[config.mk]
export PLATFORM = sky130hd
export DESIGN_NAME = rx_tag_guard
export DESIGN_NICKNAME = d
export VERILOG_FILES = /design/src/rtl/rx_tag_pkg.sv /design/src/rtl/rx_tag_seq.sv /design/src/rtl/rx_tag_cmp.sv /design/src/rtl/rx_tag_guard.sv
export SDC_FILE = /design/constraint.sdc
export NUM_CORES = 1
export LEC_CHECK = 0
export ABC_AREA = 0
export BUFFER_PORTS_ARGS = -buffer_cell sky130_fd_sc_hd__buf_2
export CAP_MARGIN = 20
export CORE_MARGIN = 2
export CORE_UTILIZATION = 50
export CTS_CLUSTER_SIZE = 20
export DETAILED_ROUTE_END_ITERATION = 10
export GPL_TIMING_DRIVEN = 0
export PLACE_DENSITY = 0.78
export REMOVE_ABC_BUFFERS = 1
export SYNTH_ARGS = -nofsm -noshare
export SYNTH_HDL_FRONTEND = slang
export SYNTH_SLANG_ARGS = --single-unit
[constraint.sdc]
create_clock -name clk -period 2.4 [get_ports clk]
set_input_delay 0.12 -clock clk [delete_from_list [all_inputs] [get_ports clk]]
set_output_delay 0.12 -clock clk [all_outputs]
set_load 0.005 [all_outputs]
[src/rtl/rx_tag_pkg.sv]
package rx_tag_pkg;
  localparam int unsigned TAG_W = 13;
  typedef logic [TAG_W-1:0] tag_t;

  function automatic tag_t tag_next(input tag_t t);
    tag_t n;
    n = t + tag_t'(1);
    if (n == '0) n = tag_t'(1);
    return n;
  endfunction
endpackage

[src/rtl/rx_tag_seq.sv]
module rx_tag_seq
  import rx_tag_pkg::*;
(
  input  logic clk,
  input  logic rst_n,
  input  logic step,
  output tag_t tag
);
  tag_t tag_q, tag_d;

  always_comb begin
    tag_d = tag_q;
    if (step) tag_d = tag_next(tag_q);
  end

  always_ff @(posedge clk or negedge rst_n) begin
    if (!rst_n) tag_q <= tag_t'(1);
    else if (step) tag_q <= tag_d;
  end

  assign tag = tag_q;
endmodule

[src/rtl/rx_tag_cmp.sv]
module rx_tag_cmp
  import rx_tag_pkg::*;
(
  input  logic chk_en,
  input  logic valid,
  input  tag_t seen,
  input  tag_t expect_tag,
  output logic accept,
  output logic stall
);
  logic written, match;

  always_comb begin
    written = (seen != '0);
    match   = written && (seen == expect_tag);
    accept  = valid && (!chk_en || match);
    stall   = valid && chk_en && !match;
  end
endmodule

[src/rtl/rx_tag_guard.sv]
module rx_tag_guard
  import rx_tag_pkg::*;
(
  input  logic             clk,
  input  logic             rst_n,
  input  logic             chk_en,
  input  logic             prod_done,
  output logic [TAG_W-1:0] prod_tag,
  input  logic             cons_valid,
  input  logic [TAG_W-1:0] cons_tag,
  output logic             cons_accept,
  output logic             cons_stall,
  output logic [TAG_W-1:0] exp_tag
);
  tag_t p_tag, c_tag;
  logic acc;

  rx_tag_seq u_prod (.clk(clk), .rst_n(rst_n), .step(prod_done), .tag(p_tag));
  rx_tag_seq u_cons (.clk(clk), .rst_n(rst_n), .step(acc),       .tag(c_tag));

  rx_tag_cmp u_cmp (
    .chk_en(chk_en), .valid(cons_valid), .seen(cons_tag),
    .expect_tag(c_tag), .accept(acc), .stall(cons_stall)
  );

  assign prod_tag    = p_tag;
  assign exp_tag     = c_tag;
  assign cons_accept = acc;
endmodule

==> Implementation_results.wiki <==
{| class="wikitable"
! Metric !! Value
|-
| CP max stage delay || 500 ps
|-
| Total Neg Setup Slack || 0 ps
|-
| Number of remaining DRC errors || 0
|-
| Die height || 60.0 um
|-
| Worst Path Arrival || 2280 ps
|-
| Shortest clock period the worst path allows after layout || 2040 ps
|-
| Max transition margin || 62.6%
|-
| Fraction of final layout cells with drive strength greater than 1 || 29.1%
|-
| Total Die Area || 3590 um^2
|-
| Post-route ant nets || 0
|-
| Via Count || 1374
|-
| Site Rows || 20
|-
| Maximum number of pins on one net before global-route repair || 27
|-
| Top cells by area, synth || sky130_fd_sc_hd__dfrtp_1 (38%), sky130_fd_sc_hd__xnor2_1 (13%), sky130_fd_sc_hd__xor2_1 (7.3%)
|-
| Overflow after GRT || 0
|-
| Layout-stage area growth over the synthesis result || 17.7%
|-
| Per-instance average area after synthesis || 9.72 um^2
|-
| Clock transition at path regs || 140 ps
|-
| Number of warnings issued by yosys || 0
|-
| Routed wire per std cell || 14.2 um
|-
| Port-buffer cells || 45
|-
| Horiz. Die Dim || 60.0 um
|-
| Cell area after synthesis || 1570 um^2
|-
| Number of clock sinks seen by CTS || 26
|-
| Number of iterations in the first detailed-routing pass || 4
|-
| Top Ports || 46
|-
| Share of synthesized registers carrying an async set or reset || 100%
|-
| Count of pins over their slew limit || 0
|-
| Gate Count Post-Synth || 161
|-
| Sequence of cells on the critical path || xor2_1, nor4_1, nand3_1, o31ai_4, buf_4, nor2b_1, o2bb2ai_1
|-
| Vias in the first global route || 1278
|-
| Met1 track demand over resource || 26.2%
|-
| Largest fanout on the critical path || 14
|-
| Number of cells on the worst reg-to-reg path || 7
|-
| Final period utilization || 85.0%
|-
| Wire length of the first global-routing pass || 5530 um
|-
| Total of endpoints with negative setup slack in the final report || 0
|-
| Final Hold Vio Count || 0
|-
| PwrDens || 731 nW/um^2
|-
| Longest Clk Path Bufs || 2
|-
| Ys flop type || sky130_fd_sc_hd__dfrtp_1
|-
| Peak Freq || 490 MHz
|-
| Capturing element type of the critical path || flop
|-
| Number of fill cells || 274
|-
| Global-route met3 utilization || 1.95%
|-
| HP Class || input port to flop
|-
| Highest-count cells in the layout ignoring fill and taps || sky130_fd_sc_hd__buf_2 (45), sky130_fd_sc_hd__dfrtp_1 (24), sky130_fd_sc_hd__xnor2_1 (23), sky130_fd_sc_hd__xor2_1 (13), sky130_fd_sc_hd__nand2_1 (13)
|-
| Setup clock skew after layout || 7.52 ps
|-
| Total leakage power || 0.000867 uW
|-
| Initial Util || 52.1%
|-
| Number of levels the H-tree was split into || 1
|-
| Core region area || 3000 um^2
|-
| Post-route cell area || 1840 um^2
|-
| Tightest Pin Transition || 562 ps
|-
| Cell variety after synth || 34
|-
| First DRT Iteration DRCs || 45
|-
| Number of gates resized after cts || 0
|-
| Dpl cell area || 1780 um^2
|-
| GR Util All Layers || 20.5%
|-
| Hold Slack || 86.4 ps
|-
| Final weighted congestion in routability-driven placement || 0.779
|-
| DP HPWL || 2490 um
|-
| Routed vias/inst || 5.75
|-
| Routed WL || 3390 um
|-
| Initial antenna violation count || 0
|-
| Worst Setup Start Kind || flop
|-
| Startpoint-to-endpoint class of the critical path || flop to flop
|-
| Global routing met2 resource utilization || 35.6%
|-
| Number of maximum-capacitance constraint violations || 0
|-
| Count of antenna diodes in the layout || 0
|-
| Maximum vdd ir drop || 0.447 mV
|-
| Most common cell after layout, fill and taps aside || sky130_fd_sc_hd__buf_2
|-
| Biggest area consumer among synthesized cells || sky130_fd_sc_hd__dfrtp_1
|-
| Status || complete, no violations
|-
| Unrepaired setup endpoints after global routing || false
|-
| Clock insertion delay at the later pin of the skew report || 310 ps
|-
| Cell chosen for the clock root || sky130_fd_sc_hd__clkbuf_4
|-
| Sequential fraction of the synthesis area || 41.7%
|-
| Inserted Clock Buffers || 3
|-
| Global routing's busiest layer || met2
|-
| Count of cells along the worst hold path || 2
|-
| Number of enable flip-flop cells after synthesis || 0
|-
| Number of synthesized register bits || 26
|-
| Clock tree from TritonCTS || yes
|-
| Area share of the largest cell type after synthesis || 38.4%
|-
| Max stage delay cell, worst path || sky130_fd_sc_hd__dfrtp_1
|-
| Final net count || 227
|-
| Worst EP required || 2640 ps
|}
-- final cells by class --
type                            instances  area, um^2  share of cell area (%)
Tap cell                               33        41.3                    2.24
Multi-Input combinational cell        124         847                    46.0
Clock buffer                            4        36.3                    1.97
Timing Repair Buffer                   48         250                    13.6
Sequential cell                        26         653                    35.4
Inverter                                4        15.0                   0.815
-- per-layer routing --
metal	part of all wire, %	vias up
li1	-	658
met1	43	657
met2	50	55
met3	6.1	4
met4	1.2	0
met5	0	-
-- path summary, 6_finish.rpt --
kind                                 from             end  slack (ps)
max in group asynchronous           rst_n   u_cons.tag[0]        1690
setup reg to reg           u_cons.tag[10]   u_cons.tag[1]         360
hold reg to reg            u_prod.tag[12]  u_prod.tag[12]         550
min in group asynchronous           rst_n   u_cons.tag[8]         320
setup / recovery           u_cons.tag[10]   u_cons.tag[1]         360
hold / removal                  prod_done   u_prod.tag[1]          90
-- critical path: cells and delay by family, from the launching register on --
kind | cells | cell delay (ps)
AOI/OAI and AO/OA | 2 | 380
xor gates and xnor gates | 1 | 200
and+or+nand+nor | 3 | 660
DFF | 1 | 500
buffers and inverters | 1 | 230
-- synthesized netlist by cell type, drive strengths merged (3+ instances only) --
cell type,instances
nand2,13
nor4,6
buf,4
dfrtp,24
nand4,12
inv,4
and3,6
nor3,6
clkbuf,3
o21ai,3
nor2,10
xor2,13
nand3,12
xnor2,23
-- flip-flops by register name (all words and copies together) (netlist names) --
| signal | flops |
|---|---|
| u_prod.tag | 13 |
| u_cons.tag | 13 |
-- where the power goes --
group / switching, uW / internal, uW
clock: 123 / 92.6
combinational: 200 / 219
sequential: 180 / 533
-- kinds of logic (layout without fill, tap and decap cells) --
logic type                 Yosys count  count (layout)  synth area share, %
and+or+nand+nor                     72              72                 25.5
xor gates and xnor gates            36              36                 20.1
DFF                                 26              26                 41.7
AOI/OAI and AO/OA                   14              14                 6.87
buffers and inverters               11              56                 4.16
adders and majority gates            2               2                 1.60
-- timing repair --
item,in CTS,in global routing
endpoints found under the hold margin,24,0
endpoints found under the setup margin,1,0
hold buffers,1,0
setup buffers,2,0
-- through the flow --
stage          cells  worst slack [ps]  power, uW  utilization (%)
2_1_floorplan    154               428        935                -
3_3_place_gp     232               257       1110             59.3
3_5_place_dp     232               140       1140             59.3
4_1_cts          239               346       1360             61.4
5_1_grt          239               103       1440             61.4
6_report         239               361       1350             61.4
Power figures use the tool's default switching activity.
